[src/rtl/edge_irq_pkg.sv]
package edge_irq_pkg;

    localparam int AW       = 6;
    localparam int NLINES   = 24;
    localparam int NBYTES   = (NLINES + 7) / 8;

    localparam logic [AW-1:0] A_CLEAR    = 6'h07;
    localparam logic [AW-1:0] A_STATUS   = 6'h14;
    localparam logic [AW-1:0] A_CTRL     = 6'h15;
    localparam logic [AW-1:0] A_RISE_SEL = 6'h18;
    localparam logic [AW-1:0] A_FALL_SEL = 6'h20;

    localparam int CLR_OVF_BIT  = 2;
    localparam int CLR_EDGE_BIT = 3;

    typedef struct packed {
        logic [2:0] spare;
        logic       fall_gate;
        logic       rise_gate;
        logic       master;
        logic       ovf_ie;
        logic       edge_ie;
    } ctrl_t;

    typedef struct packed {
        logic [4:0] spare;
        logic       pending;
        logic       ovf;
        logic       edge_seen;
    } status_t;

    function automatic logic [AW-1:0] byte_addr(logic [AW-1:0] base, int idx);
        return base + AW'(idx);
    endfunction

endpackage

[src/rtl/eiu_edge_detect.sv]
module eiu_edge_detect
    import edge_irq_pkg::*;
#(
    parameter int N = NLINES
) (
    input  logic         clk,
    input  logic         rst,
    input  logic [N-1:0] lines,
    input  logic [N-1:0] rise_sel,
    input  logic [N-1:0] fall_sel,
    input  logic         rise_gate,
    input  logic         fall_gate,
    output logic         event_any
);

    logic [N-1:0] prev_q;
    logic [N-1:0] rose, fell;

    always_ff @(posedge clk) begin
        if (rst) prev_q <= '0;
        else     prev_q <= lines;
    end

    always_comb begin
        rose      = lines & ~prev_q & rise_sel & {N{rise_gate}};
        fell      = ~lines & prev_q & fall_sel & {N{fall_gate}};
        event_any = |(rose | fell);
    end

    // with both gates off no event may be reported
    a_r4_gates_block: assert property (@(posedge clk) disable iff (rst)
        (!rise_gate && !fall_gate) |-> !event_any);

    // steady inputs over a cycle produce no event
    a_r9_steady_quiet: assert property (@(posedge clk) disable iff (rst)
        ($stable(lines) && !$past(rst)) |=> (!$changed(lines) |-> !event_any));

endmodule

[src/rtl/eiu_regs.sv]
module eiu_regs
    import edge_irq_pkg::*;
#(
    parameter int N = NLINES
) (
    input  logic          clk,
    input  logic          rst,
    input  logic          wr_en,
    input  logic [AW-1:0] addr,
    input  logic [7:0]    wdata,
    input  status_t       status,
    output logic [N-1:0]  rise_sel,
    output logic [N-1:0]  fall_sel,
    output ctrl_t         ctrl,
    output logic          clr_edge,
    output logic          clr_ovf,
    output logic [7:0]    rdata
);

    localparam int NB = (N + 7) / 8;

    logic [NB*8-1:0] rise_q, fall_q;
    ctrl_t           ctrl_q;

    for (genvar b = 0; b < NB; b++) begin : g_sel
        always_ff @(posedge clk) begin
            if (rst) begin
                rise_q[b*8 +: 8] <= '0;
                fall_q[b*8 +: 8] <= '0;
            end else if (wr_en) begin
                if (addr == byte_addr(A_RISE_SEL, b)) rise_q[b*8 +: 8] <= wdata;
                if (addr == byte_addr(A_FALL_SEL, b)) fall_q[b*8 +: 8] <= wdata;
            end
        end
    end

    always_ff @(posedge clk) begin
        if (rst)                             ctrl_q <= '0;
        else if (wr_en && addr == A_CTRL)    ctrl_q <= ctrl_t'(wdata);
    end

    always_comb begin
        rise_sel = rise_q[N-1:0];
        fall_sel = fall_q[N-1:0];
        ctrl     = ctrl_q;
        clr_edge = wr_en && addr == A_CLEAR && wdata[CLR_EDGE_BIT];
        clr_ovf  = wr_en && addr == A_CLEAR && wdata[CLR_OVF_BIT];
    end

    always_comb begin
        rdata = 8'h00;
        if (addr == A_STATUS) rdata = status;
        if (addr == A_CTRL)   rdata = ctrl_q;
        for (int b = 0; b < NB; b++) begin
            if (addr == byte_addr(A_RISE_SEL, b)) rdata = rise_q[b*8 +: 8];
            if (addr == byte_addr(A_FALL_SEL, b)) rdata = fall_q[b*8 +: 8];
        end
    end

    // control byte changes only through a write to its address
    a_r2_ctrl_hold: assert property (@(posedge clk) disable iff (rst)
        !(wr_en && addr == A_CTRL) |=> $stable(ctrl_q));

endmodule

[src/rtl/eiu_flags.sv]
module eiu_flags
    import edge_irq_pkg::*;
(
    input  logic    clk,
    input  logic    rst,
    input  logic    event_any,
    input  logic    clr_edge,
    input  logic    clr_ovf,
    input  ctrl_t   ctrl,
    output status_t status,
    output logic    irq
);

    logic edge_q, ovf_q, pend;

    always_ff @(posedge clk) begin
        if (rst) begin
            edge_q <= 1'b0;
            ovf_q  <= 1'b0;
        end else begin
            edge_q <= (edge_q && !clr_edge) || event_any;
            ovf_q  <= (ovf_q && !clr_ovf) || (event_any && edge_q);
        end
    end

    always_comb begin
        pend   = ctrl.master && ((edge_q && ctrl.edge_ie) || (ovf_q && ctrl.ovf_ie));
        irq    = pend;
        status = '{spare: '0, pending: pend, ovf: ovf_q, edge_seen: edge_q};
    end

    // no request without the master enable
    a_r5_master_gate: assert property (@(posedge clk) disable iff (rst)
        irq |-> ctrl.master);

    // an event always leaves the edge flag set, clear or not
    a_r6_event_sets: assert property (@(posedge clk) disable iff (rst)
        event_any |=> edge_q);

    // overflow can only rise after the edge flag was already set
    a_r7_overflow_cause: assert property (@(posedge clk) disable iff (rst)
        $rose(ovf_q) |-> $past(edge_q));

    // a clear with no colliding event drops the edge flag
    a_r8_clear_edge: assert property (@(posedge clk) disable iff (rst)
        (clr_edge && !event_any) |=> !edge_q);

    // overflow clear takes effect next cycle
    a_r8_clear_ovf: assert property (@(posedge clk) disable iff (rst)
        (clr_ovf && !(event_any && edge_q)) |=> !ovf_q);

endmodule

[src/rtl/edge_irq_unit.sv]
module edge_irq_unit
    import edge_irq_pkg::*;
(
    input  logic              clk,
    input  logic              rst,
    input  logic              wr_en,
    input  logic [AW-1:0]     addr,
    input  logic [7:0]        wdata,
    output logic [7:0]        rdata,
    input  logic [NLINES-1:0] lines,
    output logic              irq
);

    logic [NLINES-1:0] rise_sel, fall_sel;
    ctrl_t             ctrl;
    status_t           status;
    logic              clr_edge, clr_ovf, event_any;

    eiu_regs #(.N(NLINES)) u_regs (
        .clk(clk), .rst(rst), .wr_en(wr_en), .addr(addr), .wdata(wdata),
        .status(status), .rise_sel(rise_sel), .fall_sel(fall_sel),
        .ctrl(ctrl), .clr_edge(clr_edge), .clr_ovf(clr_ovf), .rdata(rdata)
    );

    eiu_edge_detect #(.N(NLINES)) u_detect (
        .clk(clk), .rst(rst), .lines(lines), .rise_sel(rise_sel),
        .fall_sel(fall_sel), .rise_gate(ctrl.rise_gate),
        .fall_gate(ctrl.fall_gate), .event_any(event_any)
    );

    eiu_flags u_flags (
        .clk(clk), .rst(rst), .event_any(event_any), .clr_edge(clr_edge),
        .clr_ovf(clr_ovf), .ctrl(ctrl), .status(status), .irq(irq)
    );

    // a zero control byte means no request at all
    a_r3_zero_ctrl_quiet: assert property (@(posedge clk) disable iff (rst)
        (ctrl == '0) |-> !irq);

endmodule

[config.mk]
export PLATFORM = sky130hd
export DESIGN_NAME = edge_irq_unit
export DESIGN_NICKNAME = d
export VERILOG_FILES = /design/src/rtl/edge_irq_pkg.sv /design/src/rtl/eiu_edge_detect.sv /design/src/rtl/eiu_regs.sv /design/src/rtl/eiu_flags.sv /design/src/rtl/edge_irq_unit.sv
export SDC_FILE = /design/constraint.sdc
export NUM_CORES = 1
export LEC_CHECK = 0
export BUFFER_PORTS_ARGS = -buffer_cell sky130_fd_sc_hd__buf_4
export CORE_MARGIN = 10
export CORE_UTILIZATION = 30
export DETAILED_ROUTE_END_ITERATION = 12
export GPL_TIMING_DRIVEN = 0
export SYNTH_ARGS = -nofsm -noshare
export SYNTH_HDL_FRONTEND = slang
export SYNTH_SLANG_ARGS = --single-unit
[constraint.sdc]
create_clock -name clk -period 2.24 [get_ports clk]
set_input_delay 0.112 -clock clk [delete_from_list [all_inputs] [get_ports clk]]
set_output_delay 0.112 -clock clk [all_outputs]
set_load 0.01 [all_outputs]
==> flow_summary.ini, run 1 <==
[synth]
synth_fp_nets = 496
synthCells = 455
synth_seq_cells = 82
yosysWarnings = 0
yosysSeqAreaShare_pct = 45.02
syn-cell-area_sq_mm = 0.003646
ys_types = 41
syn_avg_cell_area_sq_um = 8.013

[clocking]
clk_pin_slew_ns = 0.06
cts_tree = built
clk_latency_ns = 0.34
hold_buffers = 0
cts.sinks = 82
clockBufferDepth = 2
cts-root-buf = clkbuf_16
htree_levels = 3
cts_inserted_buffers = 9

[timing]
slew_headroom_pct = 52.69
rsz0062_at_grt = false
fin_tns_setup_ns = 0
tightestPinTransition_ns = 0.7071
fin_crit_ns = 2.156
fin_skew_ns = 0.003410
hold_viol_final = 1
drv_slew = 0
final-setup-viol-count = 0
fmaxAchievable_mhz = 463.9
holdWs_ns = -0.0001726
min_period_over_period_pct = 96.24

[place]
dpl_cell_area_sq_mm = 0.004160
dp_hpwl_microns = 10110
io_buffers = 44
place.gp.congestion = 0.9405

[final_layout]
multiInputGateArea_sq_mm = 0.001834
stdcell_area_sq_mm = 0.004501
final_util_pct = 37.63
drive_gt1_share_pct = 15.34
final_common_cell = nand2_1
register_area_sq_mm = 0.001642
mostFrequentLayoutCells = nand2_1 (90), dfxtp_1 (82), nand3_1 (66)
area_delta_synth_final_pct = 23.44
antenna_cells = 0
nets = 551
fillers = 1224

[floorplan]
die_w_microns = 130.2
core_area_sq_mm = 0.01196
num_rows = 40
pin_count = 50
dieHeight_microns = 130.2
start_util_pct = 30.48
fp.dieArea_sq_mm = 0.01696

[global_route]
grt_pass1_wl_microns = 19820
grt_max_degree = 14
gr-total-overflow = 0
grt_pass1_vias = 3456
grt_usage_pct = 15.46
antenna_found_initial = 0

[critical_path]
path_max_fanout = 10
cpLargestDelayFamily = simple AND/OR/NAND/NOR gates
crit_type = primary input to output pin
crit_path_end_kind = output pin
worst-path-buf-inv = 4
path_cells = buf_4 > or4b_1 > buf_6 > nor3_4 > buf_6 > mux2i_1 > nand3_1 > buf_4
cpMaxStageDelayCell = or4b_1
critPathMaxStageDelay_ns = 0.53
critPathLaunchType = primary input
cp.required_ns = 2.13
arrival_ns = 2.04

[power_and_ir_drop]
p_total_mw = 3.360
leakage_nw = 1.589
p_per_area_mw_per_mm2 = 746.7
ir_drop_mv = 0.4110

[routing]
drt-initial-drc-count = 477
drc_errors = 0
drtPass1Iterations = 6
vias_per_cell = 5.636
drt-wirelength-per-cell_microns = 20.25
dr_total_vias = 3731
ant_nets = 0
routed_wl_microns = 13410

[run_status]
violations = hold timing
outcome = complete, but fails checks

[hold_path]
min_path_type = primary input to register

[run]
max_cap_viol_count = 0
==> power by group <==
part	internal [mW]	switching [mW]
Combinational	0.0792	0.131
Sequential	1.49	0.0174
Clock	1.07	0.581
Total	2.63	0.730
==> Yosys cell counts, drive strengths merged <==
master / number / area share, %
nand2: 90 / 9.3
dfxtp: 82 / 45
nand3: 67 / 9.3
a21oi: 58 / 8.0
nor2b: 19 / 3.3
clkbuf: 17 / 1.8
a22oi: 16 / 3.3
nor2: 13 / 1.8
o22ai: 12 / 2.1
buf: 11 / 2.0
nand3b: 11 / 2.3
inv: 9 / 0.93
a31oi: 7 / 1.2
and3b: 7 / 1.7
a222oi: 5 / 1.4
nand2b: 4 / 0.69
nor3: 4 / 1.0
nor4: 3 / 0.51
and4: 2 / 0.48
mux2: 2 / 0.62
nand4: 2 / 0.34
a211oi: 1 / 0.21
a21boi: 1 / 0.21
a221o: 1 / 0.27
a22o: 1 / 0.24
a32o: 1 / 0.27
mux2i: 1 / 0.27
nand4bb: 1 / 0.31
nor3b: 1 / 0.21
o21ai: 1 / 0.14
o21bai: 1 / 0.21
o32ai: 1 / 0.24
or3: 1 / 0.17
or4: 1 / 0.21
or4b: 1 / 0.27
==> timing repair <==
action | in CTS | in global routing
setup buffers | 0 | 0
gates resized for setup | 0 | 2
endpoints found under the setup margin | 0 | 2
==> cell type report <==
class | instances | area share (%)
multi-input cells | 336 | 40.76
plain buffers | 28 | 3.058
inverters | 9 | 0.7506
repair buffers | 44 | 7.339
clock buffers | 12 | 5.922
well taps | 147 | 4.087
clock inverters | 4 | 1.612
flip-flops and latches | 82 | 36.47
==> cells by family after synthesis <==
logic type | synth area share (%)
muxes | 0.8922
DFF | 45.02
AOI/OAI and AO/OA | 17.67
and+or+nand+nor | 31.74
buffers and inverters | 4.667
==> metrics by stage <==
stage          cells  setup WS (ns)
4_1_cts          662        0.04056
3_5_place_dp     646        0.06617
3_3_place_gp     646        0.07363
6_report         662        0.08414
5_1_grt          662        0.05004
2_1_floorplan    455         0.6480
==> state kept, by name, indices dropped and copies added, names as in the netlist <==
signal and flops:
u_detect.prev_q 24, u_regs.fall_sel 24, u_regs.rise_sel 24, u_regs.ctrl 8, u_flags.edge_q 1, u_flags.ovf_q 1
==> path summary, 6_finish.rpt <==
| check | start | slack [ns] | to | cells after the start |
|---|---|---|---|---|
| max | addr[4] | 0.08 | rdata[7] | 8 |
| max reg2reg | u_regs.fall_sel[21] | 0.22 | u_flags.edge_q | 6 |
| min | lines[21] | -0.0002 | u_detect.prev_q[21] | 2 |
| min reg2reg | u_regs.rise_sel[0] | 0.46 | u_regs.rise_sel[0] | 2 |
==> routing by layer <==
layer | vias up | track usage (%) | share of wire [%]
met5 | - | 0 | 0
met4 | 0 | 6.680 | 2.8
met3 | 28 | 2.961 | 8.5
met2 | 186 | 25.25 | 49
met1 | 1782 | 19.41 | 40
li1 | 1735 | - | -
No activity file was read; power rests on OpenSTA's default activity.
==> run 2: changes to the inputs <==
ABC_AREA = 1   (was not set)
==> flow_summary.ini, run 2 <==
[run_status]
outcome = completed

[synth]
ys_types = 28
synth_edf_count = 0
synth_top_area_share_pct = 41.06
synth_seq_cells = 82
synth_common_cells = nand2_1 (128), dfxtp_1 (82), nor2_1 (63), inv_1 (60), a21oi_1 (49)
synthCells = 556
syn-cell-area_sq_mm = 0.003998
synth-main-ff-cell = dfxtp_1
post-synth-top-count-cell = nand2_1
syn_avg_cell_area_sq_um = 7.190
yosysWarnings = 0
synth_fp_nets = 597
ys_async_sr_fraction_pct = 0
yosysSeqAreaShare_pct = 41.06
synth_top_cells_by_area = dfxtp_1 (41%), nand2_1 (12%), nand4_1 (7.5%)
synth_top_area_cell = dfxtp_1

[critical_path]
cpLargestDelayFamily = buffers and inverters
cp.required_ns = 2.13
crit_type = register to output pin
arrival_ns = 1.67
worst-path-buf-inv = 2
path_max_fanout = 6
crit_path_end_kind = output pin
critPathMaxStageDelay_ns = 0.32
critPathLaunchType = register
cpMaxStageDelayCell = dfxtp_1
path_cells = inv_1 > o211ai_1 > a21oi_1 > nand4_1 > buf_4

[timing]
rsz0062_at_grt = false
fmaxAchievable_mhz = 561.4
fin_tns_setup_ns = 0
final-setup-viol-count = 0
tightestPinTransition_ns = 0.7274
fin_crit_ns = 1.781
hold_viol_final = 0
finalWorstSetupSlack_ns = 0.4587
fin_skew_ns = 0.005822
drv_slew = 0
slew_headroom_pct = 51.51
min_period_over_period_pct = 79.52

[place]
dpl_cell_area_sq_mm = 0.004578
dpl_worst_slack_ns = 0.6237
place.gp.congestion = 0.8679
dp_hpwl_microns = 10140
io_buffers = 48

[routing]
drt-wirelength-per-cell_microns = 16.79
drc_errors = 0
vias_per_cell = 5.079
dr_total_vias = 4094
routed_wl_microns = 13540
ant_nets = 0
drtPass1Iterations = 5
drt-initial-drc-count = 388

[clocking]
clockBufferDepth = 2
cts.sinks = 82
clk_pin_slew_ns = 0.06
cts_tree = built
cts_inserted_buffers = 9
htree_levels = 3
cts-root-buf = clkbuf_16
clk_latency_ns = 0.34

[hold_path]
min_path_type = primary input to register

[global_route]
grt_pass1_wl_microns = 21370
grt_max_degree = 14
grt_pass1_vias = 3974
antenna_found_initial = 0
grt_usage_pct = 14.80
gr-total-overflow = 0

[final_layout]
final_common_cell = nand2_1
drive_gt1_share_pct = 20.00
nets = 666
mostFrequentLayoutCells = nand2_1 (128), dfxtp_1 (82), nor2_1 (63)
fillers = 1408
register_area_sq_mm = 0.001642
area_delta_synth_final_pct = 24.32
final_util_pct = 37.83
stdcell_area_sq_mm = 0.004970
antenna_cells = 0
multiInputGateArea_sq_mm = 0.001966

[floorplan]
die_w_microns = 135.4
fp.dieArea_sq_mm = 0.01834
start_util_pct = 30.43
num_rows = 42
core_area_sq_mm = 0.01314
pin_count = 50
dieHeight_microns = 135.4

[power_and_ir_drop]
leakage_nw = 2.005
ir_drop_mv = 0.2798
p_total_mw = 3.187
p_per_area_mw_per_mm2 = 641.3

[run]
max_cap_viol_count = 0
-- run 2: final cells by class --
type                            count  share of cell area (%)
Multi-Input combinational cell    379                   39.55
Sequential cell                    82                   33.03
Timing Repair Buffer               58                   9.265
Inverter                           77                   6.042
Clock buffer                       12                   5.363
Tap cell                          176                   4.431
Buffer                             18                   1.813
Clock inverter                      4                  0.5035
-- run 2: metal layers --
metal	track usage [%]	wire [microns]	part of all wire, %
met4	5.801	258	1.9
met3	2.930	844	6.2
met1	19.40	6306	47
met5	0	0	0
met2	23.36	6126	45
-- run 2: worst min-delay path: cells and delay by family --
family | cells | cell delay, ns
simple gates | 1 | 0.07
buf+inv | 2 | 0.13
-- run 2: final timing paths --
kind | from | end | slack (ns) | depth (start not counted)
setup / recovery | u_regs.ctrl[3] | rdata[3] | 0.46 | 5
hold / removal | lines[0] | u_detect.prev_q[0] | 0.0001 | 3
setup reg to reg | u_regs.ctrl[4] | u_flags.edge_q | 0.61 | 9
hold reg to reg | u_regs.ctrl[6] | u_regs.ctrl[6] | 0.48 | 2
-- run 2: what timing repair did --
action,in CTS,in global routing
buffers inserted,0,0
resized for setup,0,0
endpoints found under the hold margin,10,0
hold buffers,10,0
-- run 2: logic make-up (layout without fill, tap and decap cells) --
logic type      Yosys count  count (layout)  synth area share [%]
simple gates            289             289                 34.46
compound gates           90              90                 14.71
flops                    82              82                 41.06
buf+inv                  95             169                 9.765
-- run 2: through the flow --
stage | instances | hold WS [ns]
after floorplan | 556 | 0.2371
after global placement | 780 | 0.3381
after detailed placement | 780 | 0.3452
after CTS | 806 | 0.0002476
after global routing | 806 | 0.02240
final | 806 | 0.0001379
-- run 2: report_power, final --
part           internal [mW]  switching (mW)  total, mW
logic                 0.0882           0.152      0.240
clock network          0.838           0.606       1.44
registers               1.49          0.0163       1.50
